### config.mk
export PLATFORM = sky130hd
export DESIGN_NAME = loop_pattern_engine
export DESIGN_NICKNAME = d
export VERILOG_FILES = /design/src/rtl/lpe_pkg.sv /design/src/rtl/lpe_gen.sv /design/src/rtl/lpe_chk.sv /design/src/rtl/lpe_errcnt.sv /design/src/rtl/loop_pattern_engine.sv
export SDC_FILE = /design/constraint.sdc
export NUM_CORES = 1
export LEC_CHECK = 0
export BUFFER_PORTS_ARGS = -buffer_cell sky130_fd_sc_hd__buf_2
export CORE_MARGIN = 1
export CORE_UTILIZATION = 45
export DETAILED_ROUTE_END_ITERATION = 10
export GPL_TIMING_DRIVEN = 1
export PLACE_DENSITY = 0.73
export SLEW_MARGIN = 20
export SYNTH_ARGS = -nofsm -noshare
export SYNTH_HDL_FRONTEND = slang
export SYNTH_SLANG_ARGS = --single-unit
### constraint.sdc
create_clock -name clk -period 1.85 [get_ports clk]
set_input_delay 0.555 -clock clk [delete_from_list [all_inputs] [get_ports clk]]
set_output_delay 0.555 -clock clk [all_outputs]
set_load 0.03 [all_outputs]
### src/rtl/lpe_pkg.sv
package lpe_pkg;

    localparam int BYTE_W = 8;
    localparam int MISM_W = 8;

    // error class, bit order is visible on rep_class_o
    typedef struct packed {
        logic bad_len;   // bit 2
        logic overlong;  // bit 1
        logic mism;      // bit 0
    } err_cls_t;

    typedef struct packed {
        err_cls_t             cls;
        logic [BYTE_W-1:0]    last;
        logic [MISM_W-1:0]    mism;
    } blk_rpt_t;

    function automatic logic is_marker(input logic [BYTE_W-1:0] b,
                                       input logic [BYTE_W-1:0] mk);
        return b[5:0] == mk[5:0];
    endfunction

    function automatic logic [BYTE_W-1:0] mask_byte(input logic [BYTE_W-1:0] b,
                                                     input logic [BYTE_W-1:0] m);
        return b & m;
    endfunction

endpackage

### src/rtl/lpe_gen.sv
module lpe_gen
    import lpe_pkg::*;
#(
    parameter int               START_VAL = 200,
    parameter logic [BYTE_W-1:0] MARKER    = 8'h3E,
    parameter logic [BYTE_W-1:0] DATA_MASK = 8'hEF
) (
    input  logic              clk,
    input  logic              rst,
    input  logic              start,
    input  logic              ready,
    output logic              valid,
    output logic [BYTE_W-1:0] data
);
    localparam logic [BYTE_W-1:0] RELOAD = BYTE_W'(START_VAL);

    logic              running;
    logic [BYTE_W-1:0] ctr;

    always_ff @(posedge clk) begin
        if (rst) begin
            running <= 1'b0;
            ctr     <= RELOAD;
        end else if (start) begin
            running <= 1'b1;
            ctr     <= RELOAD;
        end else if (running && ready) begin
            ctr <= (ctr == '0) ? RELOAD : ctr - 1'b1;
        end
    end

    assign valid = running;
    assign data  = (ctr == '0) ? MARKER : mask_byte(ctr, DATA_MASK);

endmodule

### src/rtl/lpe_chk.sv
module lpe_chk
    import lpe_pkg::*;
#(
    parameter int               START_VAL = 200,
    parameter logic [BYTE_W-1:0] MARKER    = 8'h3E,
    parameter logic [BYTE_W-1:0] DATA_MASK = 8'hEF
) (
    input  logic              clk,
    input  logic              rst,
    input  logic              start,
    input  logic              rx_valid,
    input  logic [BYTE_W-1:0] rx_data,
    output logic              rpt_valid,
    output blk_rpt_t          rpt
);
    localparam int                LEN_W  = $clog2(START_VAL + 2) + 1;
    localparam logic [BYTE_W-1:0] RELOAD = BYTE_W'(START_VAL);
    localparam logic [LEN_W-1:0]  GOOD_N = LEN_W'(START_VAL);

    logic              locked;
    logic [BYTE_W-1:0] exp_q;
    logic [LEN_W-1:0]  len_q;
    logic [MISM_W-1:0] mism_q;
    err_cls_t          cls_q;

    logic     mark;
    logic     differs;
    err_cls_t cls_final;

    always_comb begin
        mark      = is_marker(rx_data, MARKER);
        differs   = mask_byte(rx_data, DATA_MASK) != mask_byte(exp_q, DATA_MASK);
        cls_final = cls_q;
        if (len_q != GOOD_N) cls_final.bad_len = 1'b1;
    end

    always_ff @(posedge clk) begin
        if (rst || start) begin
            locked    <= 1'b0;
            exp_q     <= RELOAD;
            len_q     <= '0;
            mism_q    <= '0;
            cls_q     <= '0;
            rpt_valid <= 1'b0;
            rpt       <= '0;
        end else begin
            rpt_valid <= 1'b0;
            if (rx_valid) begin
                if (mark) begin
                    if (locked) begin
                        rpt_valid <= 1'b1;
                        rpt.cls   <= cls_final;
                        rpt.last  <= exp_q;
                        rpt.mism  <= mism_q;
                    end
                    locked <= 1'b1;
                    exp_q  <= RELOAD;
                    len_q  <= '0;
                    mism_q <= '0;
                    cls_q  <= '0;
                end else if (locked) begin
                    if (!(&len_q)) len_q <= len_q + 1'b1;
                    if (exp_q == '0) begin
                        cls_q.overlong <= 1'b1;
                    end else begin
                        if (differs) begin
                            cls_q.mism <= 1'b1;
                            if (!(&mism_q)) mism_q <= mism_q + 1'b1;
                        end
                        exp_q <= exp_q - 1'b1;
                    end
                end
            end
        end
    end

endmodule

### src/rtl/lpe_errcnt.sv
module lpe_errcnt #(
    parameter int ERRCNT_W = 4
) (
    input  logic                clk,
    input  logic                rst,
    input  logic                clr,
    input  logic                inc,
    output logic [ERRCNT_W-1:0] cnt,
    output logic                flag
);
    always_ff @(posedge clk) begin
        if (rst || clr) begin
            cnt  <= '0;
            flag <= 1'b0;
        end else if (inc) begin
            flag <= 1'b1;
            if (!(&cnt)) cnt <= cnt + 1'b1;
        end
    end
endmodule

### src/rtl/loop_pattern_engine.sv
module loop_pattern_engine
    import lpe_pkg::*;
#(
    parameter int               START_VAL = 200,
    parameter logic [BYTE_W-1:0] MARKER    = 8'h3E,
    parameter logic [BYTE_W-1:0] DATA_MASK = 8'hEF,
    parameter int               ERRCNT_W  = 4
) (
    input  logic                clk,
    input  logic                rst,
    input  logic                start_i,
    output logic [BYTE_W-1:0]   tx_data_o,
    output logic                tx_valid_o,
    input  logic                tx_ready_i,
    input  logic [BYTE_W-1:0]   rx_data_i,
    input  logic                rx_valid_i,
    output logic                rep_valid_o,
    output logic [2:0]          rep_class_o,
    output logic [BYTE_W-1:0]   rep_last_o,
    output logic [MISM_W-1:0]   rep_mism_o,
    output logic                err_flag_o,
    output logic [ERRCNT_W-1:0] err_cnt_o
);
    blk_rpt_t rpt;
    logic     rpt_valid;

    lpe_gen #(.START_VAL(START_VAL), .MARKER(MARKER), .DATA_MASK(DATA_MASK)) u_gen (
        .clk   (clk),
        .rst   (rst),
        .start (start_i),
        .ready (tx_ready_i),
        .valid (tx_valid_o),
        .data  (tx_data_o)
    );

    lpe_chk #(.START_VAL(START_VAL), .MARKER(MARKER), .DATA_MASK(DATA_MASK)) u_chk (
        .clk       (clk),
        .rst       (rst),
        .start     (start_i),
        .rx_valid  (rx_valid_i),
        .rx_data   (rx_data_i),
        .rpt_valid (rpt_valid),
        .rpt       (rpt)
    );

    lpe_errcnt #(.ERRCNT_W(ERRCNT_W)) u_cnt (
        .clk  (clk),
        .rst  (rst),
        .clr  (start_i),
        .inc  (rpt_valid && (rpt.cls != '0)),
        .cnt  (err_cnt_o),
        .flag (err_flag_o)
    );

    assign rep_valid_o = rpt_valid;
    assign rep_class_o = rpt.cls;
    assign rep_last_o  = rpt.last;
    assign rep_mism_o  = rpt.mism;

endmodule

# Word level (Yosys, flattened, before mapping)
# Cells that the tools add are included.
# totals
ff_bits,62
word_cells,72
latch_bits,0
output_inout_bits,34
mem_bits_rw,0
rom_bits,0
mem_count,0
# op_classes
n_bitwise,3
eq_ne,6
div_mod_pow,0
order_cmp,0
mul,0
shifts,0
addsub,5
muxes,20
n_reduce_logical,22
# ops
op,count
2-to-1 mux 8 bit,10
2-to-1 mux 9 bit,3
zero test 8 bit,2
subtractor 8 x 1 -> 8 bit (second input constant),2
AND reduction 3 bit,4
adder 9 x 1 -> 9 bit (second input constant),1
!= test 9 x 8 -> 1 bit (second input constant),1
AND reduction 9 bit,1
adder 8 x 1 -> 8 bit (second input constant),1
AND reduction 4 bit,2
AND reduction 8 bit,1
!= test 7 bit,1
== test 6 bit (second input constant),1
!= test 2 x 1 -> 1 bit (second input constant),3
nonzero test 2 bit,3
2-to-1 mux 1 bit,5
AND reduction 5 bit,1
adder 4 x 1 -> 4 bit (second input constant),1
2-to-1 mux 2 bit,2
AND reduction 2 bit,2
inverter 1 bit,3
nonzero test 3 bit,1
OR reduction 3 bit,1
logical AND 1 bit,2
2 further kinds,2

# Longest topological paths before layout
# depth
ltp_word,6
mapped_depth,9

# Hierarchy
# From an unflattened synthesis, not the netlist that was laid out.
# hier_totals
cells_unflattened,358
hier_area_um2,3078.0
# modules_own_cells
mod,area_per_inst_um2,seq_area_each_um2,cells_each,instances
lpe_chk,2359.8,960.9,275,1
lpe_gen,486.7,180.2,57,1
lpe_errcnt,222.7,100.1,25,1
loop_pattern_engine,8.8,0.0,1,1

# Worst setup path after synthesis
# No wires, ideal clock.
# synth_path
path_kind,register to output
from,register u_gen.ctr[2]
to,output tx_data_o[1]
path_slack_ps,-230
arrival_time_ps,1525
stages_incl_launch_ff,5
cell_sequence,dfxtp_1 nor3_1 nand2_1 nor3b_2 or2_2
# synth_via
elab_chain_cells,2
# synth_rtl
item,line_no,rtl
from (decl),lpe_gen.sv:18,logic [BYTE_W-1:0] ctr;
from (signal assigned),lpe_gen.sv:28,ctr <= (ctr == '0) ? RELOAD : ctr - 1'b1;
zero test 8 bit,lpe_gen.sv:33,"assign data = (ctr == '0) ? MARKER : mask_byte(ctr, DATA_MASK);"
2-to-1 mux 8 bit,lpe_gen.sv:33,
to (decl),loop_pattern_engine.sv:12,"output logic [BYTE_W-1:0] tx_data_o,"
# No other way between the ends.

# Worst setup path after layout
# layout_path
from,register u_gen.ctr[6]
to,output tx_data_o[2]
# Same word-level chain as after synthesis.

==> impl_metrics.ini <==
[outcome]
outcome = complete, but fails checks
violations = negative setup slack

[synthesis]
synth_top_area_cell = dfxtp_1
avgSynthCellArea_um2 = 8.52
netlist_top_cells_area = dfxtp_1, nand2_1, nor2_1, xor2_1, ha_1
ys_seq_area_frac = 0.426
netlist.area_leader.share = 0.426
synth_flop_cell = dfxtp_1
yosys_warnings = 0
ys_ff_latch = 62
synth_compound_gate_area_share = 0.129
synth-edff-count = 0
synth_top_family_by_area = simple AND/OR/NAND/NOR gates
synthMuxAreaShare = 0.0103
synth-simple-area-share = 0.274
synthAdderAreaFrac = 0.0386
syn_nets = 364
async_reset_ff_frac = 0
synth_most_common_cell = dfxtp_1
synthTopCellsByCount = dfxtp_1, nand2_1, nor2_1, a21oi_1, xor2_1
synthXorXnorAreaFrac = 0.0841
ys_types = 53
synth_cells = 342
syn_area_um2 = 2920

[sta]
final-setup-viol-count = 6
final-max-slew-violation-count = 0
rsz0062_at_grt = true
fin_crit_sh = 1.14
layout_setup_ws_ns = -0.263
min_period_ns = 2.11
max_freq_mhz = 473
worst_pin_slew_ns = 0.492
fin_skew_ns = 0.00644
hold_violations = 0
whs_ns = 0.384
slew_headroom = 0.671

[critical_path]
worstPathRequired_ns = 1.29
worstRegToRegCells = 9
path_cells = nor3_2 > nand2_2 > nor3b_4 > or2_4 > buf_6
path_max_fanout = 7
arrival_ns = 1.56
slowest_delay_ns = 0.33
cp_slowest_cell = dfxtp_2
crit_type = reg2out
startpoint_type = flop
worstSetupEndpointType = output pin

[floorplanning]
placementRows = 28
dieArea_um2 = 6800
die_h_um = 82.5
core_region_area_um2 = 6100
fp.dieW_um = 82.5
start_util = 0.478
pin_count = 47

[final_layout]
area_delta_synth_final_pct = 30.5
n_antenna_cell = 0
fin_util = 0.624
n_fill_cell = 539
nNetsFinal = 450
layout-drive-gt1-share = 0.309

[global_routing]
antenna_found_initial = 0
grt_overflow = 0
grt_max_degree = 21
grt_util_all_layers = 0.217
grt_pass1_vias = 2426
grt_pass1_wl_mm = 11.0

[clock_tree]
clockBufferDepth = 2
cts_root_buf = clkbuf_8
numCtsBuffers = 9
clk-insertion-delay-late_ns = 0.35
cts_tree = yes
cts_max_level = 3
cts.clk_slew.worst_paths_ns = 0.08
clock-sinks = 62
holdBufCountCts = 0

[route]
ant_nets = 0
vias = 2649
drc = 0
wl_per_cell_um = 13.3
drtIter0Drc = 142
routed_wl_mm = 6.75
dr.pass1.iters = 4
vias_per_cell = 5.21

[min_path]
min_path_type = in2reg
holdPathStages = 2

[place]
hpwlAfterDp_mm = 4.87
numPortBuffers = 46
place.gp.congestion = 0.806

[pwr]
leakage_nw = 1.52
power_density_nw_per_um2 = 714
power.total_mw = 2.71
vdd_drop_max_mv = 0.726

[run]
maxCapViolations = 0
[registers in the layout (all words and copies together) (netlist names)]
name             count
u_cnt.cnt            4
u_chk.len_q          9
u_chk.mism_q         8
u_chk.rpt_valid      1
u_gen.valid          1
u_chk.exp_q          8
u_gen.ctr            8
u_chk.cls_final      2
u_chk.locked         1
u_chk.rpt           19
u_cnt.flag           1
[what timing repair did]
action,4_1_cts,5_1_grt
endpoints found under the setup margin,13,14
pin swaps,6,10
setup buffers,3,0
resized for setup,16,7
[cells in the final DEF, fill, tap and decap left out, types with 5 or more instances in the layout]
cell type   n
dfxtp_1    58
nand2_1    53
buf_4      45
nor2_1     42
buf_2      41
a21oi_1    21
xor2_1     16
xnor2_1    12
nand3_1    11
inv_1      10
and3_1      9
clkbuf_8    9
ha_1        7
nand4_1     5
nor3_1      5
o211ai_1    5
[power breakdown]
group	internal, mW	total (mW)	switching, mW
registers	1.34	1.34	0.00628
logic	0.0611	0.143	0.0822
clock network	0.637	1.23	0.589
total	2.04	2.71	0.677
[through the flow]
step / std cells / setup slack [ns] / cell area, um^2 / setup TNS (ns)
finish: 508 / -0.263 / 3800 / -1.43
global route: 508 / -0.382 / 3800 / -2.15
CTS: 508 / -0.289 / 3780 / -1.65
detailed placement: 489 / -0.151 / 3500 / -1.43
global placement: 489 / -0.124 / 3500 / -0.807
floorplan: 342 / -0.0290 / 2940 / -0.0882
[routing by layer]
| metal | part of all wire | vias up | track usage |
|---|---|---|---|
| li1 | - | 1357 | - |
| met1 | 0.46 | 1235 | 0.264 |
| met2 | 0.49 | 53 | 0.368 |
| met3 | 0.037 | 4 | 0.0637 |
| met4 | 0.0071 | 0 | 0.0690 |
| met5 | 0 | - | 0 |
[cell families after synthesis]
group	after synthesis
xor+xnor	28
buf+inv	26
fa+ha+maj	9
flops	62
compound gates	55
mux	3
simple gates	159
[final timing paths]
kind | end | slack [ns] | startpoint
hold reg to reg | u_cnt.flag | 0.45 | u_cnt.flag
setup reg to reg | u_chk.len_q[1] | 0.10 | u_chk.len_q[0]
setup / recovery | tx_data_o[2] | -0.26 | u_gen.ctr[6]
hold / removal | u_gen.valid | 0.38 | rst
[layout make-up]
cell class | instances | area, um^2 | share of cell area
clock inverter | 7 | 81.3 | 0.0214
sequential | 62 | 1250 | 0.328
multi-input combinational | 254 | 1630 | 0.428
timing repair buffer | 90 | 588 | 0.155
clock buffer | 9 | 124 | 0.0326
tap | 75 | 93.8 | 0.0247
inverter | 11 | 41.3 | 0.0109
[worst max-delay path, delay by kind of cell, from the launching register on]
family	cells	cell delay [ns]
AND/OR/NAND/NOR	4	0.76
flip-flops	1	0.33
buffers and inverters	1	0.12
Note: power is estimated with default switching activity, not from simulation.
